File: src/rtl/gpio_evt_pkg.sv
// Shared mode encoding and mode classification helpers for the pin event detector.
// Assumes a 4-bit mode per pin; values 4 and 15 are reserved and act as disabled.
package gpio_evt_pkg;

    localparam int MODE_W = 4;
    localparam int NUM_CH = 2;

    typedef logic [MODE_W-1:0] evt_mode_t;

    localparam evt_mode_t M_OFF      = 4'd0;
    localparam evt_mode_t M_DMA_RISE = 4'd1;
    localparam evt_mode_t M_DMA_FALL = 4'd2;
    localparam evt_mode_t M_DMA_BOTH = 4'd3;
    localparam evt_mode_t M_FLG_RISE = 4'd5;
    localparam evt_mode_t M_FLG_FALL = 4'd6;
    localparam evt_mode_t M_FLG_BOTH = 4'd7;
    localparam evt_mode_t M_IRQ_LOW  = 4'd8;
    localparam evt_mode_t M_IRQ_RISE = 4'd9;
    localparam evt_mode_t M_IRQ_FALL = 4'd10;
    localparam evt_mode_t M_IRQ_BOTH = 4'd11;
    localparam evt_mode_t M_IRQ_HIGH = 4'd12;
    localparam evt_mode_t M_TRG_HIGH = 4'd13;
    localparam evt_mode_t M_TRG_LOW  = 4'd14;

    // Mode requests a DMA transfer when its flag is set.
    function automatic logic mode_is_dma(evt_mode_t m);
        return (m == M_DMA_RISE) || (m == M_DMA_FALL) || (m == M_DMA_BOTH);
    endfunction

    // Mode raises an interrupt when its flag is set.
    function automatic logic mode_is_irq(evt_mode_t m);
        return (m >= M_IRQ_LOW) && (m <= M_IRQ_HIGH);
    endfunction

    // Mode reacts to a rising edge.
    function automatic logic mode_on_rise(evt_mode_t m);
        return (m == M_DMA_RISE) || (m == M_DMA_BOTH) || (m == M_FLG_RISE) ||
               (m == M_FLG_BOTH) || (m == M_IRQ_RISE) || (m == M_IRQ_BOTH);
    endfunction

    // Mode reacts to a falling edge.
    function automatic logic mode_on_fall(evt_mode_t m);
        return (m == M_DMA_FALL) || (m == M_DMA_BOTH) || (m == M_FLG_FALL) ||
               (m == M_FLG_BOTH) || (m == M_IRQ_FALL) || (m == M_IRQ_BOTH);
    endfunction

    // Mode can set a flag at all.
    function automatic logic mode_sets_flag(evt_mode_t m);
        return mode_on_rise(m) || mode_on_fall(m) || (m == M_IRQ_LOW) || (m == M_IRQ_HIGH);
    endfunction

endpackage

File: src/rtl/gpio_evt_sync.sv
// Two-flop synchroniser for a bus of pins plus one extra sample stage,
// so that edge detection compares consecutive synchronised levels.
// Assumes each pin is independent; no bus coherence is provided.
module gpio_evt_sync #(
    parameter int W = 32
) (
    input  logic         clk,
    input  logic         rst_n,
    input  logic [W-1:0] raw_i,
    output logic [W-1:0] lvl_o,
    output logic [W-1:0] prv_o
);

    logic [W-1:0] meta_q;
    logic [W-1:0] lvl_q;
    logic [W-1:0] prv_q;

    // Shift the raw levels through two stages and keep the previous level.
    always_ff @(posedge clk) begin
        if (!rst_n) begin
            meta_q <= '0;
            lvl_q  <= '0;
            prv_q  <= '0;
        end else begin
            meta_q <= raw_i;
            lvl_q  <= meta_q;
            prv_q  <= lvl_q;
        end
    end

    assign lvl_o = lvl_q;
    assign prv_o = prv_q;

endmodule

File: src/rtl/gpio_evt_cfg.sv
// Per-pin mode and channel storage. Global writes set the mode of masked pins
// in one half of the port; a per-pin write in the same cycle wins for its pin.
// Assumes NUM_PINS is even; the global mask covers NUM_PINS/2 pins.
module gpio_evt_cfg
    import gpio_evt_pkg::*;
#(
    parameter int NUM_PINS = 32,
    localparam int HALF    = NUM_PINS / 2,
    localparam int IDX_W   = $clog2(NUM_PINS),
    localparam int GW      = HALF + MODE_W
) (
    input  logic                           clk,
    input  logic                           rst_n,
    input  logic                           pin_we,
    input  logic [IDX_W-1:0]               pin_idx,
    input  evt_mode_t                      pin_mode,
    input  logic                           pin_chan,
    input  logic                           glo_we,
    input  logic                           ghi_we,
    input  logic [GW-1:0]                  g_data,
    output logic [NUM_PINS-1:0][MODE_W-1:0] mode_o,
    output logic [NUM_PINS-1:0]            chan_o
);

    evt_mode_t g_mode;
    assign g_mode = g_data[HALF +: MODE_W];

    for (genvar p = 0; p < NUM_PINS; p++) begin : g_pin
        localparam int  MB    = p % HALF;
        localparam bit  IS_HI = (p >= HALF);

        logic g_hit;
        logic p_hit;
        assign g_hit = (IS_HI ? ghi_we : glo_we) & g_data[MB];
        assign p_hit = pin_we && (pin_idx == IDX_W'(p));

        // Store this pin's mode and channel; per-pin write overrides global.
        always_ff @(posedge clk) begin
            if (!rst_n) begin
                mode_o[p] <= M_OFF;
                chan_o[p] <= 1'b0;
            end else if (p_hit) begin
                mode_o[p] <= pin_mode;
                chan_o[p] <= pin_chan;
            end else if (g_hit) begin
                mode_o[p] <= g_mode;
            end
        end
    end


    glo_write_chk: assert property (@(posedge clk) disable iff (!rst_n)
        (glo_we && g_data[0] && !(pin_we && pin_idx == '0))
        |=> mode_o[0] == $past(g_data[HALF +: MODE_W]));


    ghi_write_chk: assert property (@(posedge clk) disable iff (!rst_n)
        (ghi_we && g_data[0] && !(pin_we && pin_idx == IDX_W'(HALF)))
        |=> mode_o[HALF] == $past(g_data[HALF +: MODE_W]));

endmodule

File: src/rtl/gpio_evt_pin.sv
// Event detection for one pin: decodes its mode against the synchronised level
// and the previous level, keeps the sticky flag, and forms the trigger level.
// Assumes clr_i and done_i are already qualified by this pin's channel.
module gpio_evt_pin
    import gpio_evt_pkg::*;
(
    input  logic      clk,
    input  logic      rst_n,
    input  logic      lvl_i,
    input  logic      prv_i,
    input  evt_mode_t mode_i,
    input  logic      clr_i,
    input  logic      done_i,
    output logic      flag_o,
    output logic      trg_o
);

    logic rise, fall, hit, flag_q, drop;

    // Decide whether this cycle's samples form an event for the current mode.
    always_comb begin
        rise = lvl_i & ~prv_i;
        fall = ~lvl_i & prv_i;
        hit  = (mode_on_rise(mode_i) & rise) |
               (mode_on_fall(mode_i) & fall) |
               ((mode_i == M_IRQ_LOW)  & ~lvl_i) |
               ((mode_i == M_IRQ_HIGH) &  lvl_i);
        drop = clr_i | (mode_is_dma(mode_i) & done_i);
    end

    // Sticky flag: an event sets it and beats any clear in the same cycle.
    always_ff @(posedge clk) begin
        if (!rst_n) flag_q <= 1'b0;
        else        flag_q <= hit | (flag_q & ~drop);
    end

    // Trigger modes pass the synchronised level straight through.
    always_comb begin
        unique case (mode_i)
            M_TRG_HIGH: trg_o = lvl_i;
            M_TRG_LOW:  trg_o = ~lvl_i;
            default:    trg_o = 1'b0;
        endcase
    end

    assign flag_o = flag_q;


    idle_mode_chk: assert property (@(posedge clk) disable iff (!rst_n)
        (!flag_q && !mode_sets_flag(mode_i)) |=> !flag_q);


    set_beats_clr_chk: assert property (@(posedge clk) disable iff (!rst_n)
        (hit && clr_i) |=> flag_q);


    flag_sticky_chk: assert property (@(posedge clk) disable iff (!rst_n)
        (flag_q && !clr_i && !done_i) |=> flag_q);


    dma_done_drop_chk: assert property (@(posedge clk) disable iff (!rst_n)
        (flag_q && mode_is_dma(mode_i) && done_i && !hit) |=> !flag_q);

endmodule

File: src/rtl/gpio_event_detect.sv
// Top of the pin event detector: synchronises the pins, holds per-pin
// configuration, runs one detector per pin and merges flags into the
// per-channel interrupt, DMA request and trigger outputs.
// Assumes dma_done_i is a one-cycle pulse per completed transfer.
module gpio_event_detect
    import gpio_evt_pkg::*;
#(
    parameter int NUM_PINS = 32,
    localparam int HALF    = NUM_PINS / 2,
    localparam int IDX_W   = $clog2(NUM_PINS),
    localparam int GW      = HALF + MODE_W
) (
    input  logic                clk,
    input  logic                rst_n,
    input  logic [NUM_PINS-1:0] pin_i,
    input  logic                cfg_we,
    input  logic [IDX_W-1:0]    cfg_idx,
    input  logic [MODE_W-1:0]   cfg_mode,
    input  logic                cfg_chan,
    input  logic                gcfg_lo_we,
    input  logic                gcfg_hi_we,
    input  logic [GW-1:0]       gcfg_data,
    input  logic                clr_we,
    input  logic [NUM_PINS-1:0] clr_mask,
    input  logic                clr_ch_en,
    input  logic                clr_ch,
    input  logic [NUM_CH-1:0]   dma_done_i,
    output logic [NUM_PINS-1:0] status_o,
    output logic [NUM_PINS-1:0] st_ch0_o,
    output logic [NUM_PINS-1:0] st_ch1_o,
    output logic [NUM_PINS-1:0] dma_flags_o,
    output logic [NUM_CH-1:0]   irq_o,
    output logic [NUM_CH-1:0]   dma_req_o,
    output logic [NUM_CH-1:0]   trg_o
);

    logic [NUM_PINS-1:0]             lvl, prv, chan, flag, trg, clr_bit, done_bit;
    logic [NUM_PINS-1:0][MODE_W-1:0] mode;

    gpio_evt_sync #(.W(NUM_PINS)) u_sync (
        .clk(clk), .rst_n(rst_n), .raw_i(pin_i), .lvl_o(lvl), .prv_o(prv)
    );

    gpio_evt_cfg #(.NUM_PINS(NUM_PINS)) u_cfg (
        .clk(clk), .rst_n(rst_n),
        .pin_we(cfg_we), .pin_idx(cfg_idx), .pin_mode(cfg_mode), .pin_chan(cfg_chan),
        .glo_we(gcfg_lo_we), .ghi_we(gcfg_hi_we), .g_data(gcfg_data),
        .mode_o(mode), .chan_o(chan)
    );

    for (genvar p = 0; p < NUM_PINS; p++) begin : g_det
        assign clr_bit[p]  = clr_we & clr_mask[p] & (~clr_ch_en | (chan[p] == clr_ch));
        assign done_bit[p] = dma_done_i[chan[p]];

        gpio_evt_pin u_pin (
            .clk(clk), .rst_n(rst_n),
            .lvl_i(lvl[p]), .prv_i(prv[p]), .mode_i(mode[p]),
            .clr_i(clr_bit[p]), .done_i(done_bit[p]),
            .flag_o(flag[p]), .trg_o(trg[p])
        );
    end

    // Merge per-pin flags and triggers into the channel outputs and views.
    always_comb begin
        irq_o       = '0;
        dma_req_o   = '0;
        trg_o       = '0;
        dma_flags_o = '0;
        for (int p = 0; p < NUM_PINS; p++) begin
            dma_flags_o[p] = flag[p] & mode_is_dma(mode[p]);
            if (flag[p] && mode_is_irq(mode[p])) irq_o[chan[p]] = 1'b1;
            if (dma_flags_o[p])                  dma_req_o[chan[p]] = 1'b1;
            if (trg[p])                          trg_o[chan[p]] = 1'b1;
        end
    end

    assign status_o = flag;
    assign st_ch0_o = flag & ~chan;
    assign st_ch1_o = flag & chan;


    irq0_backed_chk: assert property (@(posedge clk) disable iff (!rst_n)
        irq_o[0] |-> (st_ch0_o != '0));


    dma1_backed_chk: assert property (@(posedge clk) disable iff (!rst_n)
        dma_req_o[1] |-> ((dma_flags_o & st_ch1_o) != '0));

endmodule

File: config.mk
export PLATFORM = sky130hd
export DESIGN_NAME = gpio_event_detect
export DESIGN_NICKNAME = d
export VERILOG_FILES = /design/src/rtl/gpio_evt_pkg.sv /design/src/rtl/gpio_evt_sync.sv /design/src/rtl/gpio_evt_cfg.sv /design/src/rtl/gpio_evt_pin.sv /design/src/rtl/gpio_event_detect.sv
export SDC_FILE = /design/constraint.sdc
export NUM_CORES = 1
export LEC_CHECK = 0
export ABC_AREA = 1
export BUFFER_PORTS_ARGS = -buffer_cell sky130_fd_sc_hd__buf_2
export CAP_MARGIN = 20
export CELL_PAD_IN_SITES_DETAIL_PLACEMENT = 0
export CELL_PAD_IN_SITES_GLOBAL_PLACEMENT = 2
export CORE_AREA = 5 5 184 319
export DETAILED_ROUTE_END_ITERATION = 10
export DIE_AREA = 0 0 189 324
export GPL_ROUTABILITY_DRIVEN = 0
export PLACE_DENSITY_LB_ADDON = 0.1
export SYNTH_ARGS = -nofsm -noshare
export SYNTH_HDL_FRONTEND = slang
export SYNTH_SLANG_ARGS = --single-unit
File: constraint.sdc
create_clock -name clk -period 1.3 [get_ports clk]
set_input_delay 0.13 -clock clk [delete_from_list [all_inputs] [get_ports clk]]
set_output_delay 0.13 -clock clk [all_outputs]
set_load 0.02 [all_outputs]
* Word level (Yosys, flattened, before mapping) *
Index checks and enable logic that the tools add are counted.

word-level totals
  memories = 0
  input port bits = 104
  bits in latches = 0
  word-level logic and storage cells = 2340
  memory bits (read-only) = 0
  memory bits (writable) = 0
  output and inout bits = 134
  bits in registers = 288

cells by class
  equal/unequal tests = 479
  bitwise operators = 769
  magnitude comparators = 128
  reductions and logical operators = 545
  add/subtract/negate cells = 0
  multiply operators = 0
  mux-type cells = 320
  shifts and indexed selects = 0
  div/mod/pow operators = 0

operators by type and width
  kind                  number
  $eq A4 B4 Y1 const B  224
  $and A1 B1 Y1         384
  $eq A4 B3 Y1 const B  96
  $logic_or A1 B1 Y1    384
  $eq A4 B2 Y1 const B  64
  $mux W4               64
  $mux W2               96
  $or A1 B1 Y1          192
  $or A2 B2 Y2          93
  $eq A4 B1 Y1 const B  32
  $ge A4 B4 Y1 const B  32
  $le A4 B4 Y1 const B  32
  $logic_and A1 B1 Y1   128
  $not A1 Y1            97
  $mux W1               96
  $eq A5 B5 Y1 const B  16
  $and A32 B32 Y32      2
  $lt A1 B2 Y1 const B  32
  $pmux W1 S2           32
  $reduce_bool A2 Y1    32
  $eq A5 B4 Y1 const B  8
  $demux W1 S1          32
  $eq A1 B1 Y1          32
  $ge A1 B1 Y1 const B  32
  5 further kinds       9

* Longest topological paths before layout *
Gate-level depths: netlist of the first run.

  depth after elaboration = 67
  mapped depth = 10
  depth with buffers taken out = 10

* By module *
From an unflattened synthesis of the first run, not the netlist that was laid out.

unflattened totals
  cells, all modules = 3374
  area total of the unflattened synthesis = 19474.9 um2

by module, submodules not included
  module             area an instance (um2)  times used  cells each  seq. area each (um2)
  gpio_evt_cfg       8161.6                  1           1240        3203.1
  gpio_event_detect  4549.4                  1           971         0.0
  gpio_evt_pin       125.1                   32          27          20.0
  gpio_evt_sync      2760.1                  1           299         1921.8

* Worst setup path before layout of the first run *
No wires, ideal clock.

  kind = register to output
  start = reg g_det[22].u_pin.flag_q
  end = out dma_req_o[0]
  path buffers = 0
  arrival = 1.440 ns
  path slack = -0.270 ns
  data required time = 1.170 ns
  cell stages (with the launch flop) = 9
  path through = dfxtp_1 inv_1 nor3_1 nand2_1 nand2_1 nor2_1 nand2_1 nor2_1 nand2_1

between the ends
  word-level cells in the longest chain between the ends = 20

ends and longest elaborated chain
  element                        line                     source
  from (decl)                    gpio_evt_pin.sv:18       logic rise, fall, hit, flag_q, drop;
  from (signal assigned)         gpio_evt_pin.sv:34       else flag_q <= hit | (flag_q & ~drop);
  $and A1 B1 Y1 (*)              gpio_event_detect.sv:70  dma_flags_o[p] = flag[p] & mode_is_dma(mode[p]);
  net dma_flags_o[22]            gpio_event_detect.sv:31  output logic [NUM_PINS-1:0] dma_flags_o,
  $mux W2 (*)                    gpio_event_detect.sv:72  if (dma_flags_o[p]) dma_req_o[chan[p]] = 1'b1;
  $or A2 B2 Y2 (no source line)  n/a
  $mux W2 (*)                    gpio_event_detect.sv:72
  $or A2 B2 Y2 (no source line)  n/a
  $mux W2 (*)                    gpio_event_detect.sv:72
  $or A2 B2 Y2 (no source line)  n/a
  [5 not listed]                 n/a
  $or A2 B2 Y2 (no source line)  n/a
  $mux W2 (*)                    gpio_event_detect.sv:72
  $or A2 B2 Y2 (no source line)  n/a
  $mux W2 (*)                    gpio_event_detect.sv:72
  $or A2 B2 Y2 (no source line)  n/a
  $mux W2 (*)                    gpio_event_detect.sv:72
  $or A2 B2 Y2 (no source line)  n/a
  $mux W2 (*)                    gpio_event_detect.sv:72
  to (decl)                      gpio_event_detect.sv:33  output logic [NUM_CH-1:0] dma_req_o,

Mark *: on every way through the listed nets, which the timed path passes. The rest lies on a longest branch.

* Worst setup path after layout of the first run *
  start = reg u_cfg.mode_o[46] in the netlist's numbering
  end = out irq_o[0]

between the ends
  word-level cells in the longest chain between the ends = 44
  elaborated cells on any way between the ends = 45
  those cells by class = 2 x order compare; 21 x mux; 20 x bitwise; 2 x reduce/logical

ends and longest elaborated chain
  element                                       line                     source
  from (decl)                                   gpio_evt_cfg.sv:21       output logic [NUM_PINS-1:0][MODE_W-1:0] mode_o,
  from (signal, indexed assignment)             gpio_evt_cfg.sv:43       mode_o[p] <= pin_mode;
  from (signal, indexed assignment)             gpio_evt_cfg.sv:46       mode_o[p] <= g_mode;
  $ge A4 B4 Y1 or $le A4 B4 Y1 (tied branches)  gpio_evt_pkg.sv:32       return (m >= M_IRQ_LOW) && (m <= M_IRQ_HIGH);
  $logic_and A1 B1 Y1 (*)                       gpio_evt_pkg.sv:32
  $logic_and A1 B1 Y1 (*)                       gpio_event_detect.sv:71  if (flag[p] && mode_is_irq(mode[p])) irq_o[chan[p]] = 1'b1;
  $mux W2 (*)                                   gpio_event_detect.sv:71
  $or A2 B2 Y2 (no source line)                 n/a
  $mux W2 (*)                                   gpio_event_detect.sv:71
  $or A2 B2 Y2 (no source line)                 n/a
  $mux W2 (*)                                   gpio_event_detect.sv:71
  [28 not listed]                               n/a
  $or A2 B2 Y2 (no source line)                 n/a
  $mux W2 (*)                                   gpio_event_detect.sv:71
  $or A2 B2 Y2 (no source line)                 n/a
  $mux W2 (*)                                   gpio_event_detect.sv:71
  $or A2 B2 Y2 (no source line)                 n/a
  $mux W2 (*)                                   gpio_event_detect.sv:71
  $or A2 B2 Y2 (no source line)                 n/a
  $mux W2 (*)                                   gpio_event_detect.sv:71
  to (decl)                                     gpio_event_detect.sv:32  output logic [NUM_CH-1:0] irq_o,

Every way passes the cells marked *; elsewhere a longest branch is shown, timed or not.

==> results of run 1 <==
sequential cells by signal, summed over array words and instances, names as in the netlist:
name,count
u_sync.meta_q,32
u_cfg.chan_o,32
u_sync.lvl_o,32
g_det.u_pin.flag_o,32
u_sync.prv_o,32
u_cfg.mode_o,128
how the worst min path moves through the flow:
stage	start	endpoint	slack, ns	cells after the start
CTS	clr_mask[29]	g_det[29].u_pin.flag_o$_SDFF_PN0_	0.002	4
detailed placement	pin_i[4]	u_sync.meta_q[4]$_SDFF_PN0_	0.32	3
floorplan	pin_i[0]	u_sync.meta_q[0]$_SDFF_PN0_	0.23	2
global route	clr_mask[29]	g_det[29].u_pin.flag_o$_SDFF_PN0_	0.02	4
finish	clr_mask[29]	g_det[29].u_pin.flag_o$_SDFF_PN0_	0.02	4
global placement	pin_i[21]	u_sync.meta_q[21]$_SDFF_PN0_	0.31	3
synthesized netlist by cell type (27+ instances only):
master,instances,area share (%)
nand2_1,769,17
inv_1,431,9.5
o21ai_0,333,9.7
dfxtp_1,288,34
nor2_1,216,4.7
a21oi_1,191,5.6
nand3_1,175,5.1
nand4_1,65,2.4
clkbuf_1,56,1.2
o211ai_1,38,1.7
buf_4,32,1.4
o31ai_1,27,1.2
per-stage QoR:
step                setup WS (ns)  setup TNS [ns]  total power (uW)
finish                     -0.934          -22.86             26400
global route               -0.981          -27.73             27400
CTS                        -0.969          -24.79             26000
detailed placement         -0.862           -5.86             14800
global placement           -0.871           -5.23             14700
floorplan                 -0.0414         -0.0740             12000
power groups by stage:
stage	logic (uW)	clock network [uW]	registers, uW
finish	6550	10200	9650
global route	7010	10700	9700
CTS	5960	10400	9600
detailed placement	5040	0	9730
global placement	5020	0	9730
floorplan	2340	0	9710
worst register-to-register path, stage by stage, from the launching register on:
cell and delay [ns]:
dfxtp_2 0.33, nor2_4 0.12, buf_6 0.11, nor2_4 0.04, buf_4 0.12, buf_4 0.12, buf_4 0.12, o211ai_1 0.07
nand3_1 0.10, a21oi_1 0.12
repair_timing:
| item | CTS | global route |
|---|---|---|
| pin swaps | 116 | 211 |
| endpoints found under the hold margin | 70 | 0 |
| endpoints found under the setup margin | 130 | 131 |
| hold buffers | 69 | 0 |
| cloned | 0 | 0 |
| resized for setup | 854 | 499 |
| buffers inserted | 66 | 76 |
metal layers:
| metal | part of all wire [%] | wire (um) |
|---|---|---|
| met1 | 39 | 35300 |
| met2 | 50 | 45600 |
| met3 | 5.2 | 4660 |
| met4 | 5.4 | 4880 |
| met5 | 0 | 0 |
kinds of logic after synthesis:
| family | after synthesis | synth area share, % |
|---|---|---|
| AO/OA/AOI/OAI | 638 | 19.9 |
| buffers and inverters | 572 | 14.0 |
| flip-flops | 288 | 33.7 |
| AND/OR/NAND/NOR | 1293 | 32.4 |
final cells by class:
cell class | instances | area (um^2)
Fill cell | 5494 | 26100
Multi-Input combinational cell | 1931 | 10700
Timing Repair Buffer | 1024 | 9220
Sequential cell | 288 | 6160
Inverter | 452 | 1770
Clock buffer | 50 | 1030
Tap cell | 702 | 878
Clock inverter | 10 | 108
Antenna cell | 1 | 2.50
==> results.py, run 1 <==
metrics = {
    "run_status": {
        "status": "finished, violations left",
        "violations": "negative setup slack",
    },
    "power": {
        "p_comb_share_pct": 24.8,
        "swShare_pct": 31.0,
        "p_clk_share_pct": 38.7,
        "power.density_nw_per_um2": 885,
        "p_leak_uw": 0.0148,
        "seq_power_share_pct": 36.5,
        "p_sw_uw": 8200,
        "peakVddDrop_mv": 0.840,
        "p_int_uw": 18200,
    },
    "run": {
        "max-cap-violations": 0,
    },
    "grt": {
        "grt.overflow.total": 0,
        "grt_max_degree": 65,
        "gr-usage-all-layers_pct": 28.1,
        "grt_util_met3_pct": 3.06,
        "use_met2_pct": 51.2,
        "grt_pass1_vias": 22251,
        "grt_pass1_wl_mm": 132,
        "grt_use_met1_pct": 32.9,
        "antenna_found_initial": 0,
        "globalRoute.busiestLayer": "met2",
    },
    "yosys": {
        "syn-cell-area_um2": 17100,
        "yosys_warnings": 0,
        "synth_nets": 2895,
        "ys_ff_latch": 288,
        "avgSynthCellArea_um2": 6.12,
        "netlist_instances": 2791,
        "seq_area_frac_synth_pct": 33.7,
        "ys_types": 34,
        "synth_edf_count": 0,
        "async_flop_share_pct": 0,
        "ys.flop_type": "dfxtp_1",
    },
    "die": {
        "die_w_um": 189,
        "coreArea_um2": 56000,
        "die_h_um": 324,
        "fp-row-count": 115,
        "die_area_um2": 61200,
        "start_util_pct": 30.5,
        "boundaryPins": 238,
    },
    "clocking": {
        "numCtsBuffers": 35,
        "htreeDepth": 2,
        "clockBufferDepth": 3,
        "clk_pin_slew_ns": 0.06,
        "cts_tree": "done",
        "clock-sinks": 288,
        "root_buffer": "clkbuf_16",
        "clk-insertion-delay-late_ns": 0.54,
    },
    "route": {
        "dr.pass1.iters": 6,
        "postRouteAntennaNets": 0,
        "wire_per_inst_um": 20.3,
        "drt-initial-drc-count": 1565,
        "wirelength_mm": 90.4,
        "drcViolationCount": 0,
        "viasPerCell": 5.02,
        "vias": 22401,
    },
    "sta": {
        "setup_slack_ns": -0.934,
        "tightest_slew_ns": 0.390,
        "holdWs_ns": 0.0238,
        "hold_violations": 0,
        "maxSlewViolCount": 0,
        "max_freq_mhz": 448,
        "fin_skew_ns": 0.0109,
        "setup_violations": 115,
        "timing.final.crit_share_pct": 172,
        "rsz0062_at_grt": "true",
        "maxSlewHeadroom_pct": 74.0,
        "period_needed_ns": 2.23,
    },
    "finish": {
        "stdcell_count": 4458,
        "final_common_cell": "nand2_1",
        "fin_nets": 3836,
        "finalInstanceArea_um2": 29900,
        "area_growth_pct": 74.6,
        "drive_above_1_share_pct": 46.2,
        "final_util_pct": 53.3,
        "layout_common_cells": "nand2_1, buf_4, o21ai_0, inv_1, buf_6",
    },
    "worst_setup_path": {
        "r2r_slack_ns": -0.03,
        "critPathLaunchType": "flip-flop",
        "reg2reg_to": "g_det[11].u_pin.flag_o$_SDFF_PN0_",
        "slowest_delay_ns": 0.34,
        "r2r-start": "u_cfg.mode_o[45]$_SDFFE_PN0P_",
        "startpoint": "u_cfg.mode_o[46]$_SDFFE_PN0P_",
        "rr_worst_depth": 9,
        "cp_slowest_cell": "dfxtp_2",
        "worstSetupPathType": "reg -> out",
        "path_max_fanout": 4,
        "arrival_ns": 2.10,
        "cp.required_ns": 1.17,
        "critPathBufInv": 3,
        "crit_family": "simple AND/OR/NAND/NOR gates",
        "cp.depth": 9,
        "crit_chain": "inv_2, buf_6, o211ai_1, nand2_1, nor2_1, nand2_1, nor2_2, nand2_2, buf_6",
        "end_kind": "output port",
        "cp-endpoint": "irq_o[0]",
    },
    "placed_design": {
        "dpl.hpwl_mm": 66.5,
        "io_buffers": 237,
        "dpl.cell_count": 4244,
        "placed_area_um2": 23900,
    },
    "hold_path": {
        "hp-class": "in -> reg",
    },
}
No activity file was read; power rests on OpenSTA's default activity.
==> run 2, diff against run 1 <==
--- a/config.mk
+++ b/config.mk
@@ -10,11 +10,13 @@
 export CAP_MARGIN = 20
 export CELL_PAD_IN_SITES_DETAIL_PLACEMENT = 0
 export CELL_PAD_IN_SITES_GLOBAL_PLACEMENT = 2
-export CORE_AREA = 5 5 184 319
+export CORE_AREA = 4 4 183 318
 export DETAILED_ROUTE_END_ITERATION = 10
-export DIE_AREA = 0 0 189 324
+export DIE_AREA = 0 0 187 322
 export GPL_ROUTABILITY_DRIVEN = 0
+export MAX_ROUTING_LAYER = met4
 export PLACE_DENSITY_LB_ADDON = 0.1
+export REMOVE_ABC_BUFFERS = 1
 export SYNTH_ARGS = -nofsm -noshare
 export SYNTH_HDL_FRONTEND = slang
 export SYNTH_SLANG_ARGS = --single-unit
==> run 2 against run 1 <==
  * The flow still finishes with violations (negative setup slack)
  * Combinational power is 2% lower
  * Sequential share of layout area is 0.070 points lower
  * Wire length is 2.0% lower
  * Flip-flop and latch count stayed put
  * Clock-buffer cell count is 4 lower
  * Non-clock buffer count is 9 lower
  * Clock power hardly changed
  * Register-to-register slack better by 0.06 ns
  * Cell area is 0.44% lower
  * Maximum frequency is 1.3% higher
  * Global-route usage is 0.91 points higher
  * Largest cell class unchanged
  * Largest power group unchanged
==> results.py, run 2 (synthesis results as in run 1) <==
metrics = {
    "route": {
        "wirelength_mm": 88.6,
        "postRouteAntennaNets": 0,
        "drt-initial-drc-count": 1327,
        "drcViolationCount": 0,
        "wire_per_inst_um": 19.9,
        "vias": 22187,
        "dr.pass1.iters": 6,
        "viasPerCell": 4.99,
    },
    "power": {
        "p_clk_share_pct": 39.4,
        "peakVddDrop_mv": 1.08,
        "p_sw_uw": 8070,
        "p_comb_share_pct": 24.2,
        "swShare_pct": 30.5,
        "p_leak_uw": 0.0148,
        "power.density_nw_per_um2": 891,
        "power_uw": 26500,
        "seq_power_share_pct": 36.4,
        "p_int_uw": 18400,
    },
    "run_status": {
        "violations": "negative setup slack",
        "status": "finished, violations left",
    },
    "clocking": {
        "clock-sinks": 288,
        "clk_pin_slew_ns": 0.07,
        "numCtsBuffers": 34,
        "root_buffer": "clkbuf_16",
        "cts_tree": "done",
        "htreeDepth": 2,
        "clk-insertion-delay-late_ns": 0.54,
        "clockBufferDepth": 3,
    },
    "sta": {
        "setup_violations": 115,
        "rsz0062_at_grt": "true",
        "fin_skew_ns": 0.0141,
        "period_needed_ns": 2.21,
        "hold_violations": 0,
        "maxSlewViolCount": 0,
        "tightest_slew_ns": 0.414,
        "max_freq_mhz": 453,
        "maxSlewHeadroom_pct": 72.2,
        "timing.final.crit_share_pct": 170,
        "setup_slack_ns": -0.906,
    },
    "finish": {
        "finalInstanceArea_um2": 29700,
        "final_util_pct": 53.7,
        "layout_common_cells": "nand2_1, buf_4, inv_1, o21ai_0, buf_6",
        "fin_nets": 3826,
        "fill_cells": 5425,
        "regMostFlops": "u_cfg.mode_o",
        "drive_above_1_share_pct": 44.7,
        "largest_reg_flops": 128,
        "area_growth_pct": 73.9,
        "final_common_cell": "nand2_1",
    },
    "die": {
        "die_w_um": 187,
        "boundaryPins": 238,
        "fp-row-count": 114,
        "die_area_um2": 60200,
        "coreArea_um2": 55300,
        "die_h_um": 322,
        "start_util_pct": 30.9,
    },
    "placed_design": {
        "io_buffers": 237,
        "dpl.hpwl_mm": 62.6,
        "preCtsSetupSlack_ns": -1.07,
        "placed_area_um2": 23600,
    },
    "grt": {
        "grt_pass1_vias": 22293,
        "grt.overflow.total": 0,
        "gr-usage-all-layers_pct": 29.0,
        "grt_pass1_wl_mm": 131,
        "grt_max_degree": 52,
        "antenna_found_initial": 3,
    },
    "worst_setup_path": {
        "slowest_delay_ns": 0.36,
        "crit_chain": "nor2_4, inv_2, buf_6, nand2_2, nand4_1, nand2_2, nor2_1, nand2_1, nor2_2, nand2_2, buf_6",
        "arrival_ns": 2.08,
        "cpMostUsedCell": "nand2_2",
        "cp.required_ns": 1.17,
        "end_kind": "output port",
        "worstSetupPathType": "reg -> out",
        "critPathLaunchType": "flip-flop",
        "cp_slowest_cell": "dfxtp_2",
        "path_max_fanout": 2,
    },
    "hold_path": {
        "hp-class": "in -> reg",
    },
    "run": {
        "max-cap-violations": 0,
    },
}
## run 2: critical path: cells and delay by family, from the launching register on
| family | cells | cell delay, ns |
|---|---|---|
| AND/OR/NAND/NOR | 8 | 0.84 |
| flip-flops | 1 | 0.36 |
| buffers and inverters | 3 | 0.33 |
## run 2: metrics by stage
step                      cells  hold slack, ns  setup TNS [ns]
after floorplan            2671           0.223           -2.22
after global placement     4226           0.309           -6.92
after detailed placement   4226           0.313           -8.30
after CTS                  4413          0.0562          -28.09
after global routing       4443          0.0820          -30.11
final                      4443          0.0811          -24.81
## run 2: area by class of cell
| class | count | area [um^2] | area share [%] |
|---|---|---|---|
| Antenna cell | 3 | 7.51 | 0.0253 |
| Clock buffer | 46 | 1000 | 3.36 |
| Clock inverter | 12 | 166 | 0.560 |
| Inverter | 452 | 1760 | 5.94 |
| Multi-Input combinational cell | 1931 | 10600 | 35.7 |
| Sequential cell | 288 | 6120 | 20.6 |
| Tap cell | 696 | 871 | 2.93 |
| Timing Repair Buffer | 1015 | 9190 | 30.9 |
## run 2: path summary, 6_finish.rpt
kind,cells past startpoint,slack (ns),end,start
worst min-delay path,4,0.08,u_cfg.mode_o[22]$_SDFFE_PN0P_,cfg_mode[2]
worst max-delay path,11,-0.91,irq_o[1],u_cfg.mode_o[41]$_SDFFE_PN0P_
worst min register to register,2,0.41,u_sync.lvl_o[8]$_SDFF_PN0_,u_sync.meta_q[8]$_SDFF_PN0_
worst max register to register,6,0.03,g_det[26].u_pin.flag_o$_SDFF_PN0_,u_cfg.chan_o[26]$_SDFFE_PN0P_
## run 2: power groups by stage
stage / Clock (uW) / Combinational, uW / Sequential (uW)
global route: 10900 / 6880 / 9690
finish: 10400 / 6410 / 9640
detailed placement: 0 / 4930 / 9740
floorplan: 0 / 1860 / 9810
CTS: 10700 / 5950 / 9590
global placement: 0 / 4880 / 9730
## run 2: repair_timing
| item | CTS | global route |
|---|---|---|
| hold endpoints to repair | 73 | 0 |
| resized for setup | 930 | 405 |
| setup endpoints to repair | 134 | 132 |
| hold buffers | 73 | 0 |
| buffers inserted | 82 | 66 |
| pin swaps | 143 | 145 |
## run 2: layer usage
metal	up-vias	share of wire (%)	track usage, %
li1	10838	-	-
met1	10458	38	31.5
met3	190	4.9	3.27
met5	-	0	-
met4	0	5.2	12.9
met2	701	52	53.1
==> run 3, diff against run 2 <==
--- a/config.mk
+++ b/config.mk
@@ -5,14 +5,13 @@
 export SDC_FILE = /design/constraint.sdc
 export NUM_CORES = 1
 export LEC_CHECK = 0
-export ABC_AREA = 1
 export BUFFER_PORTS_ARGS = -buffer_cell sky130_fd_sc_hd__buf_2
 export CAP_MARGIN = 20
 export CELL_PAD_IN_SITES_DETAIL_PLACEMENT = 0
 export CELL_PAD_IN_SITES_GLOBAL_PLACEMENT = 2
-export CORE_AREA = 4 4 183 318
+export CORE_AREA = 4 4 173 301
 export DETAILED_ROUTE_END_ITERATION = 10
-export DIE_AREA = 0 0 187 322
+export DIE_AREA = 0 0 177 305
 export GPL_ROUTABILITY_DRIVEN = 0
 export MAX_ROUTING_LAYER = met4
 export PLACE_DENSITY_LB_ADDON = 0.1
==> run 3 against run 2 <==
  * The run still ends with negative setup slack left
  * Synthesized area down 2.0%
  * Clock power decreased by 4%
  * Non-clock buffer count down 36
  * Cell count fell by 18%
  * Critical path type unchanged
  * Largest power group unchanged
  * Highest routed layer unchanged
==> results.py, run 3 <==
metrics = {
    "run_status": {
        "status": "finished, violations left",
        "violations": "negative setup slack",
    },
    "clocking": {
        "cts_tree": "done",
        "clk_pin_slew_ns": 0.07,
        "root_buffer": "clkbuf_16",
        "clockBufferDepth": 3,
        "clock-sinks": 288,
        "clk-insertion-delay-late_ns": 0.54,
        "numCtsBuffers": 34,
        "htreeDepth": 2,
    },
    "sta": {
        "maxSlewViolCount": 0,
        "period_needed_ns": 2.51,
        "hold_violations": 0,
        "timing.final.crit_share_pct": 193,
        "max_freq_mhz": 398,
        "rsz0062_at_grt": "true",
        "tightest_slew_ns": 0.502,
        "maxSlewHeadroom_pct": 66.1,
        "fin_skew_ns": 0.0131,
        "holdWs_ns": 0.0246,
        "setup_slack_ns": -1.21,
        "setup_violations": 114,
    },
    "finish": {
        "area_growth_pct": 69.6,
        "finalInstanceArea_um2": 28400,
        "drive_above_1_share_pct": 46.8,
        "fin_nets": 3080,
        "final_util_pct": 57.3,
        "fill_cells": 4637,
        "final_common_cell": "buf_4",
        "layout_common_cells": "buf_4, nand3_1, nand2_1, buf_6, o211a_1",
        "largest_reg_flops": 128,
        "stdcell_count": 3661,
        "regMostFlops": "u_cfg.mode_o",
    },
    "yosys": {
        "netlist_instances": 2152,
        "ys.flop_type": "dfxtp_1",
        "yosys_warnings": 0,
        "seq_area_frac_synth_pct": 34.4,
        "avgSynthCellArea_um2": 7.78,
        "yosysMostFrequentCell": "nand3_1",
        "ys_types": 55,
        "synth_top_area_share_pct": 34.4,
        "syn-cell-area_um2": 16700,
        "yosys-top-cells-count": "nand3_1, nand2_1, dfxtp_1, and2_1, o211a_1",
        "synth_edf_count": 0,
        "async_flop_share_pct": 0,
        "synth_top_cells_by_area": "dfxtp_1, nand3_1, nand2_1, o211a_1, and2_1",
        "ys_ff_latch": 288,
        "synth_top_cell_by_area": "dfxtp_1",
    },
    "power": {
        "p_leak_uw": 0.0130,
        "p_int_uw": 17800,
        "p_sw_uw": 7400,
        "swShare_pct": 29.3,
        "p_clk_share_pct": 39.4,
        "power_uw": 25200,
        "peakVddDrop_mv": 0.859,
        "power.density_nw_per_um2": 888,
        "seq_power_share_pct": 38.1,
        "p_comb_share_pct": 22.5,
    },
    "worst_setup_path": {
        "crit_chain": "nor2_2, nor3_4, a22o_2, a221o_1, nor4_2, nand4_1, buf_6",
        "r2r-start": "u_cfg.chan_o[29]$_SDFFE_PN0P_",
        "cp.required_ns": 1.17,
        "end_kind": "output port",
        "path_max_fanout": 5,
        "arrival_ns": 2.38,
        "worstSetupPathType": "reg -> out",
        "critPathLaunchType": "flip-flop",
        "cp_slowest_cell": "dfxtp_4",
        "rr_worst_depth": 6,
        "r2r_slack_ns": -0.14,
        "critPathBufInv": 1,
        "crit_family": "compound AO/OA/AOI/OAI gates",
        "slowest_delay_ns": 0.36,
        "reg2reg_to": "g_det[29].u_pin.flag_o$_SDFF_PN0_",
    },
    "die": {
        "die_w_um": 177,
        "start_util_pct": 33.8,
        "fp-row-count": 108,
        "die_area_um2": 54000,
        "boundaryPins": 238,
        "coreArea_um2": 49600,
        "die_h_um": 305,
    },
    "hold_path": {
        "hold_depth": 4,
        "hp-class": "in -> reg",
        "hold_start": "clr_mask[5]",
        "hold_end": "g_det[5].u_pin.flag_o$_SDFF_PN0_",
    },
    "placed_design": {
        "dpl.hpwl_mm": 62.4,
        "placed_area_um2": 22800,
        "dpl.cell_count": 3445,
        "io_buffers": 237,
    },
    "route": {
        "viasPerCell": 5.50,
        "postRouteAntennaNets": 0,
        "wirelength_mm": 85.9,
        "dr.pass1.iters": 6,
        "drcViolationCount": 0,
        "drt-initial-drc-count": 1551,
        "vias": 20142,
        "wire_per_inst_um": 23.5,
    },
    "grt": {
        "grt_pass1_vias": 20100,
        "grt_pass1_wl_mm": 125,
        "grt.overflow.total": 0,
        "grt_max_degree": 62,
        "gr-usage-all-layers_pct": 31.3,
        "antenna_found_initial": 2,
    },
    "run": {
        "max-cap-violations": 0,
    },
}
[run 3: changes by cell type after synthesis, moves of 35 or more]
cell,delta
o21ai_0,-271
clkbuf_1,+66
nor2_1,-164
o211a_1,+128
inv_1,-421
mux2i_1,+36
nand2_1,-411
nand3_1,+239
o211ai_1,-37
a21oi_1,-190
and2_1,+148
a21boi_0,+56
nand2b_1,+35
[run 3: worst max-delay path by stage]
stage,slack [ns],cells past startpoint,endpoint,start
after floorplan,-0.78,5,dma_req_o[1],g_det[8].u_pin.flag_o$_SDFF_PN0_
after global placement,-1.15,7,trg_o[1],u_sync.lvl_o[11]$_SDFF_PN0_
after global routing,-1.26,7,dma_req_o[1],u_cfg.mode_o[25]$_SDFFE_PN0P_
after CTS,-1.22,8,dma_req_o[1],u_cfg.mode_o[9]$_SDFFE_PN0P_
after detailed placement,-1.13,7,trg_o[1],u_sync.lvl_o[11]$_SDFF_PN0_
final,-1.21,7,dma_req_o[1],u_cfg.mode_o[25]$_SDFFE_PN0P_
[run 3: cell type report]
type / count / area [um^2] / share of cell area, %
flip-flops and latches: 288 / 6130 / 21.6
well taps: 660 / 826 / 2.91
multi-input cells: 1663 / 11500 / 40.4
clock buffers: 53 / 1020 / 3.60
inverters: 10 / 37.5 / 0.132
repair buffers: 979 / 8820 / 31.0
diodes: 2 / 5.00 / 0.0176
clock inverters: 6 / 86.3 / 0.304
[run 3: cells by family after synthesis]
family,Yosys count,share of synthesized area (%)
xor+xnor,64,3.35
mux,63,3.97
flops,288,34.4
compound gates,364,17.8
buf+inv,201,5.55
simple gates,1172,35.0
[run 3: worst register-to-register path, stage by stage (launching register included)]
cell and delay [ns]:
dfxtp_4 0.38, buf_6 0.13, buf_4 0.13, mux2i_1 0.14
o41ai_2 0.30, a31oi_1 0.07, o21a_1 0.19
[run 3: repair_timing]
action | 4_1_cts | 5_1_grt
hold buffers | 63 | 0
pin swaps | 86 | 113
setup buffers | 79 | 69
gates resized for setup | 725 | 320
endpoints found under the hold margin | 66 | 0
setup endpoints to repair | 142 | 148
[run 3: per-layer routing]
| metal | wire length (um) | GRT usage (%) |
|---|---|---|
| met3 | 5070 | 3.41 |
| met2 | 43600 | 54.6 |
| met5 | 0 | - |
| met4 | 4580 | 14.2 |
| met1 | 32600 | 35.9 |
[run 3: stage by stage]
stage / setup slack, ns / setup TNS [ns]
finish: -1.21 / -32.25
global placement: -1.15 / -24.73
CTS: -1.22 / -34.68
floorplan: -0.776 / -11.10
detailed placement: -1.13 / -28.44
global route: -1.26 / -36.10
[run 3: power by group through the flow]
stage                     sequential, uW  clock, uW  combinational, uW
after floorplan                     9840          0               1500
after global placement              9730          0               4530
after detailed placement            9740          0               4570
after CTS                           9610      10100               5340
after global routing                9670      10400               5990
final                               9610       9940               5660
